## config.mk

```make
export PLATFORM = sky130hd
export DESIGN_NAME = fu_token_unit
export DESIGN_NICKNAME = d
export VERILOG_FILES = /design/src/rtl/fu_tok_pkg.sv /design/src/rtl/fu_tok_select.sv /design/src/rtl/fu_tok_launch.sv /design/src/rtl/fu_token_unit.sv
export SDC_FILE = /design/constraint.sdc
export NUM_CORES = 1
export LEC_CHECK = 0
export ABC_AREA = 0
export BUFFER_PORTS_ARGS = -buffer_cell sky130_fd_sc_hd__buf_2
export CORE_MARGIN = 8
export CORE_UTILIZATION = 30
export CTS_CLUSTER_SIZE = 40
export DETAILED_ROUTE_END_ITERATION = 6
export PLACE_DENSITY = 0.58
export SETUP_SLACK_MARGIN = 0.5
export SYNTH_ARGS = -nofsm -noshare
export SYNTH_HDL_FRONTEND = slang
export SYNTH_SLANG_ARGS = --single-unit
```

## constraint.sdc

```tcl
create_clock -name clk -period 2.1 [get_ports clk]
set_clock_uncertainty 0.05 [all_clocks]
set_input_delay 0.42 -clock clk [delete_from_list [all_inputs] [get_ports clk]]
set_output_delay 0.42 -clock clk [all_outputs]
set_load 0.005 [all_outputs]
```

## src/rtl/fu_tok_pkg.sv

```systemverilog
package fu_tok_pkg;

  // Kind of token a result sends downstream.
  typedef enum logic {
    TOK_DATA = 1'b0,
    TOK_PRED = 1'b1
  } tok_kind_e;

  // Cycles from execute to the token being emitted (registered).
  typedef enum logic {
    LAT_ONE = 1'b0,
    LAT_TWO = 1'b1
  } tok_lat_e;

endpackage

```

## src/rtl/fu_tok_select.sv

```systemverilog
module fu_tok_select #(
  parameter int LINKS = 4,
  parameter int SEL_W = 2
) (
  input  logic             clk,
  input  logic             rst_n,
  input  logic [LINKS-1:0] tok_i,
  input  logic [LINKS-1:0] stage_i,
  output logic [SEL_W-1:0] sel_o,
  output logic             hit_o,
  output logic             multi_o,
  output logic             stage_o
);

  // Lowest-numbered active link wins.
  always_comb begin
    sel_o   = '0;
    hit_o   = 1'b0;
    stage_o = 1'b1;
    for (int l = LINKS - 1; l >= 0; l--) begin
      if (tok_i[l]) begin
        sel_o   = SEL_W'(l);
        hit_o   = 1'b1;
        stage_o = stage_i[l];
      end
    end
  end

  // More than one bit set: clearing the lowest set bit leaves something.
  assign multi_o = |(tok_i & (tok_i - LINKS'(1)));

  assert_multi_flag_R3: assert property (@(posedge clk) disable iff (!rst_n)
    ($countones(tok_i) > 1) |-> multi_o);

  assert_sel_on_token_R2: assert property (@(posedge clk) disable iff (!rst_n)
    hit_o |-> (tok_i[sel_o] && ((tok_i & ((LINKS'(1) << sel_o) - LINKS'(1))) == '0)));

endmodule

```

## src/rtl/fu_tok_launch.sv

```systemverilog
module fu_tok_launch
  import fu_tok_pkg::*;
#(
  parameter int NDEST   = 6,
  parameter int DCODE_W = 3
) (
  input  logic               clk,
  input  logic               rst_n,
  input  logic               launch_i,
  input  tok_lat_e           lat_i,
  input  tok_kind_e          kind_i,
  input  logic               stage_i,
  input  logic [DCODE_W-1:0] dcode0_i,
  input  logic [DCODE_W-1:0] dcode1_i,
  output logic [NDEST-1:0]   out_tok_o,
  output logic [NDEST-1:0]   out_pred_o,
  output logic [NDEST-1:0]   out_stage_o
);

  function automatic logic [NDEST-1:0] dest_dec(input logic [DCODE_W-1:0] code);
    logic [NDEST-1:0] v;
    v = '0;
    for (int k = 0; k < NDEST; k++) begin
      if (code == DCODE_W'(k + 1)) v[k] = 1'b1;
    end
    return v;
  endfunction

  logic [NDEST-1:0] vec, now_tok, late_tok_d, late_tok_q;
  logic [NDEST-1:0] late_pred_d, late_pred_q, late_stage_d, late_stage_q;
  logic [NDEST-1:0] tok_d, pred_d, stage_d;
  logic             is_pred;

  assign is_pred = (kind_i == TOK_PRED);

  always_comb begin
    vec          = launch_i ? (dest_dec(dcode0_i) | dest_dec(dcode1_i)) : '0;
    now_tok      = (lat_i == LAT_ONE) ? vec : '0;
    late_tok_d   = (lat_i == LAT_TWO) ? vec : '0;
    late_pred_d  = is_pred ? late_tok_d : '0;
    late_stage_d = stage_i ? late_tok_d : '0;
    tok_d        = now_tok | late_tok_q;
    pred_d       = (is_pred ? now_tok : '0) | late_pred_q;
    stage_d      = (stage_i ? now_tok : '0) | late_stage_q;
  end

  always_ff @(posedge clk or negedge rst_n) begin
    if (!rst_n) begin
      late_tok_q   <= '0;
      late_pred_q  <= '0;
      late_stage_q <= '0;
      out_tok_o    <= '0;
      out_pred_o   <= '0;
      out_stage_o  <= '0;
    end else begin
      late_tok_q   <= late_tok_d;
      late_pred_q  <= late_pred_d;
      late_stage_q <= late_stage_d;
      out_tok_o    <= tok_d;
      out_pred_o   <= pred_d;
      out_stage_o  <= stage_d;
    end
  end

  assert_short_emit_R7: assert property (@(posedge clk) disable iff (!rst_n)
    (launch_i && lat_i == LAT_ONE && dcode0_i != '0 && dcode0_i <= DCODE_W'(NDEST))
      |=> out_tok_o != '0);

  assert_long_emit_R7: assert property (@(posedge clk) disable iff (!rst_n)
    (launch_i && lat_i == LAT_TWO && dcode0_i != '0 && dcode0_i <= DCODE_W'(NDEST))
      |=> ##1 out_tok_o != '0);

  assert_pred_subset_R8: assert property (@(posedge clk) disable iff (!rst_n)
    (out_pred_o & ~out_tok_o) == '0);

endmodule

```

## src/rtl/fu_token_unit.sv

```systemverilog
module fu_token_unit
  import fu_tok_pkg::*;
#(
  parameter int LINKS   = 4,
  parameter int OPS     = 2,
  parameter int OPC_W   = 6,
  parameter int ADDR_W  = 5,
  parameter int NDEST   = 6,
  localparam int SEL_W   = (LINKS > 1) ? $clog2(LINKS) : 1,
  localparam int DCODE_W = $clog2(NDEST + 1),
  localparam int CFG_W   = OPC_W + 2 * DCODE_W + 1
) (
  input  logic                 clk,
  input  logic                 rst_n,
  input  logic [ADDR_W-1:0]    cfg_slot,
  input  logic [OPS*LINKS-1:0] in_tok,
  input  logic [OPS*LINKS-1:0] in_stage,
  output logic                 fetch_en,
  output logic [ADDR_W-1:0]    fetch_addr,
  input  logic [CFG_W-1:0]     fetch_data,
  output logic                 exec_valid,
  output logic [OPS*SEL_W-1:0] exec_sel,
  output logic [OPC_W-1:0]     exec_opcode,
  output logic                 exec_stage,
  output logic                 sel_err,
  output logic [NDEST-1:0]     out_tok,
  output logic [NDEST-1:0]     out_pred,
  output logic [NDEST-1:0]     out_stage
);

  logic [OPS-1:0]       hit, multi, op_stage;
  logic [OPS*SEL_W-1:0] sel_c;

  for (genvar g = 0; g < OPS; g++) begin : g_op
    fu_tok_select #(.LINKS(LINKS), .SEL_W(SEL_W)) u_sel (
      .clk     (clk),
      .rst_n   (rst_n),
      .tok_i   (in_tok[g*LINKS +: LINKS]),
      .stage_i (in_stage[g*LINKS +: LINKS]),
      .sel_o   (sel_c[g*SEL_W +: SEL_W]),
      .hit_o   (hit[g]),
      .multi_o (multi[g]),
      .stage_o (op_stage[g])
    );
  end

  // Configuration word fields.
  logic [OPC_W-1:0]   f_opc;
  logic [DCODE_W-1:0] f_d0, f_d1;
  logic               f_top;
  assign f_opc = fetch_data[OPC_W-1:0];
  assign f_d0  = fetch_data[OPC_W +: DCODE_W];
  assign f_d1  = fetch_data[OPC_W+DCODE_W +: DCODE_W];
  assign f_top = fetch_data[CFG_W-1];

  logic                 fire;
  logic                 fire_q, fire_d;
  logic [OPS*SEL_W-1:0] sel_q, sel_d;
  logic                 err_q, err_d;
  logic                 stage_q, stage_d;
  logic [OPC_W-1:0]     hold_q, hold_d;

  assign fire = |hit;

  // Next-state process.
  always_comb begin
    fire_d  = fire;
    err_d   = |multi;
    sel_d   = sel_q;
    stage_d = stage_q;
    hold_d  = hold_q;
    if (fire) begin
      sel_d   = sel_c;
      stage_d = &op_stage;
    end
    if (fire_q) begin
      hold_d = f_opc;
    end
  end

  // Register process.
  always_ff @(posedge clk or negedge rst_n) begin
    if (!rst_n) begin
      fire_q  <= 1'b0;
      err_q   <= 1'b0;
      sel_q   <= '0;
      stage_q <= 1'b0;
      hold_q  <= '0;
    end else begin
      fire_q  <= fire_d;
      err_q   <= err_d;
      sel_q   <= sel_d;
      stage_q <= stage_d;
      hold_q  <= hold_d;
    end
  end

  assign fetch_en    = fire;
  assign fetch_addr  = fire ? cfg_slot : '0;
  assign exec_valid  = fire_q & (~f_top | stage_q);
  assign exec_sel    = sel_q;
  assign exec_opcode = fire_q ? f_opc : hold_q;
  assign exec_stage  = stage_q;
  assign sel_err     = err_q;

  fu_tok_launch #(.NDEST(NDEST), .DCODE_W(DCODE_W)) u_launch (
    .clk         (clk),
    .rst_n       (rst_n),
    .launch_i    (exec_valid),
    .lat_i       (tok_lat_e'(f_opc[OPC_W-2])),
    .kind_i      (tok_kind_e'(f_opc[OPC_W-1])),
    .stage_i     (stage_q),
    .dcode0_i    (f_d0),
    .dcode1_i    (f_d1),
    .out_tok_o   (out_tok),
    .out_pred_o  (out_pred),
    .out_stage_o (out_stage)
  );

  assert_valid_follows_fetch_R4: assert property (@(posedge clk) disable iff (!rst_n)
    exec_valid |-> $past(fetch_en));

  assert_idle_no_exec_R1: assert property (@(posedge clk) disable iff (!rst_n)
    !fetch_en |=> !exec_valid);

  assert_opcode_held_R5: assert property (@(posedge clk) disable iff (!rst_n)
    (!fetch_en && !$past(fetch_en)) |=> $stable(exec_opcode));

  assert_guard_blocks_R10: assert property (@(posedge clk) disable iff (!rst_n)
    (f_top && !exec_stage) |-> !exec_valid);

endmodule

```

## Yosys cells after proc, flatten, opt, wreduce, memory -nomap -nowiden

Cells that the tools add are included.

- Logic and storage cells: 82
- Output and inout port bits: 37
- Input bits: 36
- Register bits after elaboration: 49

- Add/sub/neg operators: 2
- Equal/unequal tests: 12
- Bitwise operators: 9
- Muxes and demuxes: 45
- Reductions and logical operators: 3

Operators with widths:

| kind | number |
|---|---|
| 2-to-1 mux 6 bit | 8 |
| 2-to-1 mux 1 bit | 28 |
| bitwise OR 6 bit | 4 |
| == test 3 bit (second input constant) | 6 |
| 2-to-1 mux 2 bit | 8 |
| == test 3 x 2 -> 1 bit (second input constant) | 4 |
| bitwise AND 4 bit | 2 |
| OR reduction 8 bit | 1 |
| subtractor 4 x 1 -> 4 bit (second input constant) | 2 |
| == test 3 x 1 -> 1 bit (second input constant) | 2 |
| 2-to-1 mux 5 bit | 1 |
| AND reduction 2 bit | 1 |
| OR reduction 2 bit | 1 |
| bitwise AND 1 bit | 1 |
| NOT 1 bit | 1 |
| bitwise OR 1 bit | 1 |

## Logic depth before layout (Yosys ltp)

Gate-level depths: netlist of the first run.

- Depth in word-level cells: 7
- Gate-level depth with buffers: 4
- Mapped depth without buffers: 4

## Cells and area by module

Synthesis of the first run repeated with hierarchy kept, for this count alone.

- Cells, all modules: 161
- Area, all modules: 2003.2 µm²

Modules (own cells, without submodules):

| module | seq. area each (µm²) | instances | cells each | area each (µm²) |
|---|---|---|---|---|
| fu_tok_launch | 900.9 | 1 | 94 | 1295.0 |
| fu_token_unit | 325.3 | 1 | 37 | 538.0 |
| fu_tok_select | 0.0 | 2 | 15 | 85.1 |

## Least setup slack after synthesis of the first run

No wires, ideal clock.

- Path kind: input port to output port
- From: input port in_tok[0]
- To: output port fetch_addr[0]
- Path buffers: 0
- Data required time: 1630 ps
- Stages on the path: 3
- Slack: 517 ps
- Arrival: 1113 ps
- Cells stage by stage: nor4_2 nand2_2 and2_1

- Longest elaborated chain between the ends: 3

RTL lines:

| element | RTL line | text |
|---|---|---|
| start: declaration | fu_token_unit.sv:16 | `input logic [OPS*LINKS-1:0] in_tok,` |
| 2-to-1 mux 1 bit | fu_tok_select.sv:21 | `if (tok_i[l]) begin` |
| OR reduction 2 bit | fu_token_unit.sv:63 | `assign fire = \|hit;` |
| net fetch_en | fu_token_unit.sv:18 | `output logic fetch_en,` |
| 2-to-1 mux 5 bit | fu_token_unit.sv:99 | `assign fetch_addr = fire ? cfg_slot : '0;` |
| end: declaration | fu_token_unit.sv:19 | `output logic [ADDR_W-1:0] fetch_addr,` |

The timed path passes the listed nets, and every way through them passes these cells.

## Worst setup path after layout of the first run

- From: input port in_tok[5]
- To: output port fetch_addr[2]

- Longest elaborated chain between the ends: 4

RTL lines:

| element | RTL line |
|---|---|
| 2-to-1 mux 1 bit (2 in series) | fu_tok_select.sv:21 |
| OR reduction 2 bit | fu_token_unit.sv:63 |
| 2-to-1 mux 5 bit | fu_token_unit.sv:99 |

No other way between the ends.

==> results.md, run 1 <==
* Cell row count at 29
* Total wire length at 4.88 mm
* Synth warn at 0
* IO Pins at 73
* Critical path arrival at ~1300 ps
* DR vias/cell at roughly 4.6
* Setup crit start kind: input port
* Root buf cell: clkbuf_8
* Final min period at between 1500 and 2000 ps
* Critical Path RT at ~1600 ps
* Clock Pin Slew Worst Setup and Hold Paths at 80 ps
* PwrDens at roughly 670 nW/um2
* RSZ-0062 raised after global routing: true
* CP Buf/Inv Count at 2
* Primary FF master, synth: dfrtp_1
* H-tree Lvls at 2
* Dominant cells by area after synthesis: dfrtp_1 (63%), a21o_1 (4.6%), nor2_1 (4.4%)
* Number of hold buffers added after cts at 0
* Share of cells above drive strength 1 at between 40% and 50%
* Outcome: finished, final reports clean
* Starting density of the core at between 30% and 40%
* Critical path class: in -> out
* Post-DRT Antenna Nets at 0
* Mapped Cells at approximately 170
* Crit path max-delay family: simple AND/OR/NAND/NOR gates
* Final setup TNS at 0 ps
* DRT iter0 DRCs at slightly below 60
* Leading area contributor after synthesis: dfrtp_1
* Routability congestion estimate at 0.770
* Peak VDD IR at about 0.31 mV
* Sequential area share after synthesis at about 63%
* Global-route wire length before repair at roughly 8.1 mm
* Vias at between 1,500 and 2,000
* Dpl hpwl at between 3 and 4 mm
* Die H at between 90 and 100 um
* Clk buf depth at 2
* Max_cap viols at 0
* TritonCTS clock tree: yes
* Seq cells post-synth at 49
* LEAKAGE at between 1.5 and 2 nW
* Rel. slew slack at 64.4%
* Setup violations, final at 0
* Hold Worst Slack at roughly 44 ps
* Nets at 293
* Critical Path Fanout Max at 5
* Async S/R FF share, synth at 100%
* Max Fclk at 0.566 GHz
* Largest stage delay, worst path at between 300 and 400 ps
* WL per Instance at 14.6 um
* Crit. End Element: output port
* Cell with the most instances after synthesis: dfrtp_1
* Critical path cell sequence: buf_8 -> nor4_4 -> nand2_2 -> and2_1 -> buf_2
* Worst slew pin tran at about 530 ps
* Post-synth EDFFs at 0
* Hold Crit Class: in -> async
* Clk_lat worst skew at about 290 ps
* Port-buffer cells at 72
* Synth cell count leaders: dfrtp_1 (49), nor2_1 (23), inv_1 (16), a21o_1 (12), or2_2 (9)
* CP max-delay cell: nor4_4
* Antenna diodes at 0
* Post-synthesis cell type count at 33
* Final worst-path cycle share at 84.1%
* Drt first pass iters at 4
* Syn_nets at around 200
* Vias in the first global route at around 1,700
* Area of the die at 9370 um2
* Area grow syn2layout at 38.2%
* DR DRC count at 0
* Hold Vio Cnt, Final at 0
* Syn avg cell area at between 10 and 15 um2
* Slew Limit Fails at 0
* Synthesized cell area at slightly below 2000 um2
* Core Area at roughly 6300 um2
* Initial antenna violation count at 0
* Die extent in x at between 90 and 100 um
* Share of the synthesized area in the top cell type at a little over three fifths
* Total gr overflow at 0
* Tot GR Track Use at between 10% and 20%
* CTS Buf Count at 5
* Clock sink count at between 40 and 50
* Largest net degree at the start of global routing at 28
[registers in the layout, indices dropped and copies added (netlist names)]
register	flops
hold_q	6
u_launch.late_pred_q	6
u_launch.late_stage_q	6
u_launch.late_tok_q	6
u_launch.out_pred_o	6
u_launch.out_stage_o	6
u_launch.out_tok_o	6
exec_sel	4
exec_stage	1
fire_q	1
sel_err	1
[cell usage in the layout (no fill, tap or decap), types with 3 or more instances in the layout]
cell and count:
dfrtp_1 47, buf_6 4, nor3b_1 4, buf_4 12
a32oi_1 3, or2_2 8, or2_1 3, a21oi_1 6
nor2b_1 4, buf_2 63, buf_8 3, nor2_1 23
clkbuf_8 6, nor3_1 3, mux2_2 3, and2_1 3
inv_1 15, a21o_1 12, o31ai_1 3, mux2_4 3
[per-stage QoR]
stage | std cells | utilization [%] | area [um2] | power [mW] | setup slack, ps
final | 334 | 42.6 | 2710 | 1.81 | 335
after global routing | 334 | 42.6 | 2710 | 1.90 | 283
after CTS | 331 | 41.3 | 2620 | 1.82 | 358
after detailed placement | 316 | 38.2 | 2430 | 1.25 | 179
after global placement | 316 | 38.2 | 2430 | 1.24 | 234
after floorplan | 168 | - | 1960 | 1.11 | 517
[cells by family (layout without fill, tap and decap cells)]
group / after synthesis / in the layout / share of synthesized area, %
flops: 49 / 49 / 62.6
mux: 6 / 6 / 3.45
fa+ha+maj: 2 / 2 / 1.02
compound gates: 34 / 34 / 12.5
simple gates: 58 / 59 / 16.6
buf+inv: 19 / 107 / 3.90
[routing by layer]
layer  GRT usage (%)  part of all wire (%)  up-vias  routed length (um)
li1                -                     -      744                   -
met1            13.3                    48      711                2320
met2            15.3                    42       68                2040
met3            5.19                   9.5        6                 465
met4            3.67                   1.2        0                  58
met5               0                     0        -                   0
[area by class of cell]
type                       count  area, um2
sequential                    49       1230
tap                           77       96.3
fill                         610       3640
timing repair buffer          84        536
multi-input combinational    101        697
clock buffer                   7       86.3
inverter                      16       63.8
[where the power goes]
| part | leakage [nW] | internal, mW | switching [mW] |
|---|---|---|---|
| registers | 0.644 | 0.984 | 0.0126 |
| logic | 0.848 | 0.129 | 0.135 |
| clock network | 0.0443 | 0.262 | 0.286 |
[final timing paths]
path	startpoint	end	slack (ps)	cells past startpoint
min in group clk	fetch_data[0]	hold_q[0]	320	2
max reg2reg	fire_q	u_launch.late_pred_q[3]	570	5
max in group asynchronous	rst_n	u_launch.out_pred_o[1]	1440	2
max	in_tok[5]	fetch_addr[2]	330	5
min	rst_n	u_launch.out_pred_o[5]	40	1
min reg2reg	u_launch.late_stage_q[0]	u_launch.out_stage_o[0]	380	1
[repair_timing]
action	4_1_cts	5_1_grt
resized for setup	15	16
setup buffers	7	3
setup endpoints to repair	13	19
endpoints found under the hold margin	0	0
pin swaps	8	2
cloned	1	0
(Power assumes the default switching activity.)
==> run 2: changes to the inputs <==
==> constraint.sdc (replaced) <==
create_clock -name clk -period 1.76 [get_ports clk]
set_clock_uncertainty 0.05 [all_clocks]
set_input_delay 0.352 -clock clk [delete_from_list [all_inputs] [get_ports clk]]
set_output_delay 0.352 -clock clk [all_outputs]
set_load 0.005 [all_outputs]
==> run 2 against run 1 <==
Critical path depth decreased by 2; clock power increased by 48%; clock-buffer cell count unchanged; critical path type is now reg -> out; non-clock buffer count increased by 9.
==> results.md, run 2 (same netlist as run 1, synthesis figures left out) <==
* Routability congestion estimate at between 0.8 and 0.9
* Slew Limit Fails at 0
* Drt first pass iters at 4
* Root buf cell: clkbuf_8
* Setup crit start kind: register
* Critical Path RT at around 1400 ps
* Core Area at about 6300 um2
* Critical Path Fanout Max at 5
* Crit. End Element: output port
* Antenna diodes at 0
* CP max-delay cell: dfrtp_2
* Clk_lat worst skew at between 200 and 300 ps
* PwrDens at roughly 800 nW/um2
* Critical path cell sequence: buf_6 -> mux2_4 -> buf_2
* Max Fclk at around 0.60 GHz
* WL per Instance at about 14 um
* Final cell count without fillers at around 340
* Die H at slightly below 100 um
* CTS Buf Count at 5
* Clock Pin Slew Worst Setup and Hold Paths at about 90 ps
* Largest stage delay, worst path at 420 ps
* Peak VDD IR at between 0.3 and 0.4 mV
* Clk buf depth at 2
* Hold Crit Class: in -> reg
* Share of cells above drive strength 1 at a little over half
* TritonCTS clock tree: yes
* Initial antenna violation count at 0
* DR DRC count at 0
* Area of the die at ~9400 um2
* Dpl hpwl at approximately 3.4 mm
* Worst slew pin tran at roughly 400 ps
* Global-route wire length before repair at 7.85 mm
* Total gr overflow at 0
* Placed cells at ~320
* Tot GR Track Use at 10.0%
* DRT iter0 DRCs at 58
* Vias in the first global route at about 1,700
* Final worst-path cycle share at 94.7%
* Port-buffer cells at 72
* Largest net degree at the start of global routing at 36
* Critical path arrival at between 1000 and 1500 ps
* Area grow syn2layout at 48.5%
* IO Pins at 73
* Most common cell after layout, fill and taps aside: buf_2
* Outcome: finished, final reports clean
* Hold Vio Cnt, Final at 0
* Cell row count at 29
* H-tree Lvls at 2
* Vias at between 1,500 and 2,000
* DR vias/cell at between 4 and 5
* Die extent in x at around 97 um
* Post-DRT Antenna Nets at 0
* Starting density of the core at roughly 31%
* Final min period at 1670 ps
* Setup violations, final at 0
* Critical path class: reg -> out
* Final setup TNS at 0 ps
* Nets at 301
* Total wire length at between 4 and 5 mm
* Clock sink count at 49
* LEAKAGE at roughly 1.6 nW
* Most frequent cells in the layout: buf_2 (63), dfrtp_1 (47), inv_1 (14), buf_6 (13), a21o_1 (12)
* Max_cap viols at 0
* Rel. slew slack at approximately three quarters
* RSZ-0062 raised after global routing: true
run 2: worst max-delay path, delay by kind of cell (launching register included):
family | cells | cell delay, ps
flops | 1 | 420
mux | 1 | 300
buf+inv | 2 | 270
run 2: metrics by stage:
step	power, mW	instance area [um2]	utilization (%)	hold slack (ps)	worst slack (ps)
3_5_place_dp	1.50	2470	38.9	233	53.5
6_report	2.37	2910	45.8	184	93.2
3_3_place_gp	1.50	2470	38.9	229	70.5
5_1_grt	2.49	2910	45.8	173	29.8
4_1_cts	2.39	2820	44.5	172	83.9
2_1_floorplan	1.33	1990	-	6.41	332
run 2: worst paths after layout:
check	from	to	slack [ps]	cells after the start
worst max-delay path	fire_q	exec_opcode[1]	90	3
worst min-delay path	in_tok[1]	exec_sel[1]	180	2
worst max register to register	fire_q	u_launch.out_tok_o[2]	290	7
worst min register to register	u_launch.late_tok_q[4]	u_launch.out_tok_o[4]	380	1
max in group asynchronous	rst_n	exec_stage	700	3
min in group asynchronous	rst_n	u_launch.out_stage_o[0]	440	2
run 2: area by class of cell:
cell class,instances,area (um2)
fill,599,3440
sequential,49,1230
multi-input combinational,100,773
timing repair buffer,93,634
tap,77,96.3
clock buffer,7,86.3
inverter,16,60.1
clock inverter,1,30.0
run 2: layer usage:
metal / GRT usage (%) / vias to the layer above / share of wire [%]
met5: 0 / - / 0
met4: 3.20 / 0 / 1.5
met3: 5.19 / 8 / 8.9
met2: 15.9 / 65 / 45
met1: 11.4 / 748 / 44
li1: - / 754 / -
run 2: what timing repair did:
action                     4_1_cts  5_1_grt
setup buffers                   13        3
hold buffers                     1        0
pin swaps                       20       10
setup endpoints to repair       50       51
resized for setup               46       17
cloned                           0        0
hold endpoints to repair        14        0
run 2: power breakdown:
group | internal [mW] | switching (mW) | total, mW | leakage [nW]
logic | 0.190 | 0.179 | 0.369 | 0.904
clock network | 0.463 | 0.349 | 0.813 | 0.0585
registers | 1.17 | 0.0142 | 1.19 | 0.644
==> run 3: changes to the inputs <==
--- a/config.mk
+++ b/config.mk
@@ -6,7 +6,7 @@
 export NUM_CORES = 1
 export LEC_CHECK = 0
 export ABC_AREA = 0
-export BUFFER_PORTS_ARGS = -buffer_cell sky130_fd_sc_hd__buf_2
+export BUFFER_PORTS_ARGS = -buffer_cell sky130_fd_sc_hd__buf_4
 export CORE_MARGIN = 8
 export CORE_UTILIZATION = 30
 export CTS_CLUSTER_SIZE = 40
==> run 3 against run 2 <==
Via count is 2.6% lower; largest cell class unchanged; maximum frequency increased by 0.83%; global-route usage up 0.94 points; critical path type unchanged; critical path depth shrank 1; clock power is essentially flat; flip-flop and latch count is the same; utilization grew 2.1 points; clock-buffer cell count stayed put; combinational power rose by 8.4%; largest power group unchanged; worst hold slack worse by 170 ps.
==> results.md, run 3 (same netlist as run 1, synthesis figures left out) <==
* Rel. slew slack at 60.0%
* Critical path cell sequence: mux2_4 -> buf_6
* WL per Instance at about 15 um
* Root buf cell: clkbuf_8
* Number of hold buffers added after cts at 0
* Area of the die at 9370 um2
* Largest net degree at the start of global routing at 50
* Switching power share of the total at 22.6%
* Crit. End Element: output port
* Reg area at ~1200 um2
* Antenna diodes at 0
* Hold Vio Cnt, Final at 0
* H-tree Lvls at 2
* CP max-delay cell: dfrtp_2
* Clock sink count at 49
* Nets at 298
* Cell row count at 29
* Placed cells at between 300 and 400
* Routability congestion estimate at roughly 0.83
* Reg power frac at between 40% and 50%
* Share of cells above drive strength 1 at 49.4%
* DR DRC count at 0
* Setup crit start kind: register
* Area grow syn2layout at 55.2%
* TritonCTS clock tree: yes
* Final cell count without fillers at 340
* Clock Pin Slew Worst Setup and Hold Paths at 80 ps
* CTS Buf Count at 5
* Peak VDD IR at between 0.4 and 0.5 mV
* LEAKAGE at about 1.7 nW
* Total gr overflow at 0
* Slew Limit Fails at 0
* Reg2Reg Launch Point: fire_q
* Clk_lat worst skew at 290 ps
* DR vias/cell at 4.51
* R2R setup slack at between 100 and 150 ps
* IO Pins at 73
* Total wire length at around 5 mm
* R2R depth at 6
* RSZ-0062 raised after global routing: true
* Die extent in x at between 90 and 100 um
* Gate power share at around 17%
* Setup violations, final at 0
* Final min period at around 1700 ps
* Critical path class: reg -> out
* Dpl hpwl at between 3 and 4 mm
* Critical Path RT at approximately 1400 ps
* Post-DRT Antenna Nets at 0
* Max_cap viols at 0
* Vias at 1,534
* Fill cell count at about 610
* RR Endpoint: u_launch.out_tok_o[0]
* Final setup TNS at 0 ps
* Die H at 96.8 um
* Int Power at 1.86 mW
* Drt first pass iters at 4
* Critical path arrival at about 1300 ps
* Clock power frac at roughly a third
* Clk buf depth at 2
* CP Buf/Inv Count at 1
* Vias in the first global route at 1,754
* Port-buffer cells at 72
* Max Fclk at around 0.6 GHz
* CP Launch Point: fire_q
* Most common cell after layout, fill and taps aside: buf_4
* Final worst-path cycle share at a little over nine tenths
* Most frequent cells in the layout: buf_4 (69), dfrtp_1 (47), buf_6 (18), nor2_1 (17), inv_1 (16)
* Hold Crit Class: in -> async
* Critical Path Fanout Max at 8
* Crit path max-delay family: flip-flops
* Worst slew pin tran at about 600 ps
* PwrDens at 790 nW/um2
* Switch Pwr at roughly 540 uW
* Tot GR Track Use at between 10% and 20%
* Starting density of the core at a little under a third
* Global-route wire length before repair at about 8.6 mm
* DRT iter0 DRCs at 36
* Largest stage delay, worst path at 500 ps
* Initial antenna violation count at 0
* Outcome: finished, final reports clean
* Multi-input logic area at between 700 and 800 um2
* Core Area at 6350 um2
[run 3: final cells by class]
cell class | count | share of cell area, %
flip-flops and latches | 49 | 40.4
repair buffers | 90 | 25.3
multi-input cells | 100 | 25.3
well taps | 77 | 3.17
clock buffers | 7 | 2.84
inverters | 16 | 1.98
clock inverters | 1 | 0.988
[run 3: repair_timing]
| item | 4_1_cts | 5_1_grt |
|---|---|---|
| cloned | 0 | 0 |
| pin swaps | 11 | 4 |
| resized for setup | 40 | 11 |
| buffers inserted | 12 | 3 |
| endpoints found under the setup margin | 51 | 54 |
[run 3: worst reg2reg max path, stage by stage, from the launching register on]
cell and delay, ps:
dfrtp_2 500, buf_4 170, buf_6 100, buf_6 110, o211ai_4 210, nor2_4 80, or2_2 290
[run 3: how the worst max path moves through the flow]
stage,cells past startpoint,to,slack [ps]
floorplan,3,fetch_addr[0],330
global placement,5,fetch_addr[0],60
detailed placement,5,fetch_addr[0],40
CTS,2,exec_opcode[0],90
global route,2,exec_opcode[3],50
finish,2,exec_opcode[5],110
[run 3: layer usage]
metal	GRT usage (%)	vias up	part of all wire, %
li1	-	750	-
met2	17.0	63	45
met5	0	-	0
met4	2.84	0	0.92
met1	13.2	716	44
met3	5.55	5	10
[run 3: metrics by stage]
step                area [um2]  power [mW]  utilization (%)  worst slack, ps  hold slack (ps)
finish                    3040        2.40             47.9              107             16.9
floorplan                 1990        1.33                -              332             6.41
detailed placement        2630        1.55             41.5             37.0              361
CTS                       2970        2.43             46.7             89.6             34.9
global route              3040        2.54             47.9             47.4             55.1
global placement          2630        1.55             41.5             63.0              359
[run 3: power by group through the flow]
stage                     combinational [mW]  clock [mW]  sequential [mW]
after floorplan                        0.119           0             1.21
after global placement                 0.327           0             1.22
after detailed placement               0.331           0             1.22
after CTS                              0.388       0.850             1.19
after global routing                   0.442       0.902             1.20
final                                  0.400       0.811             1.19
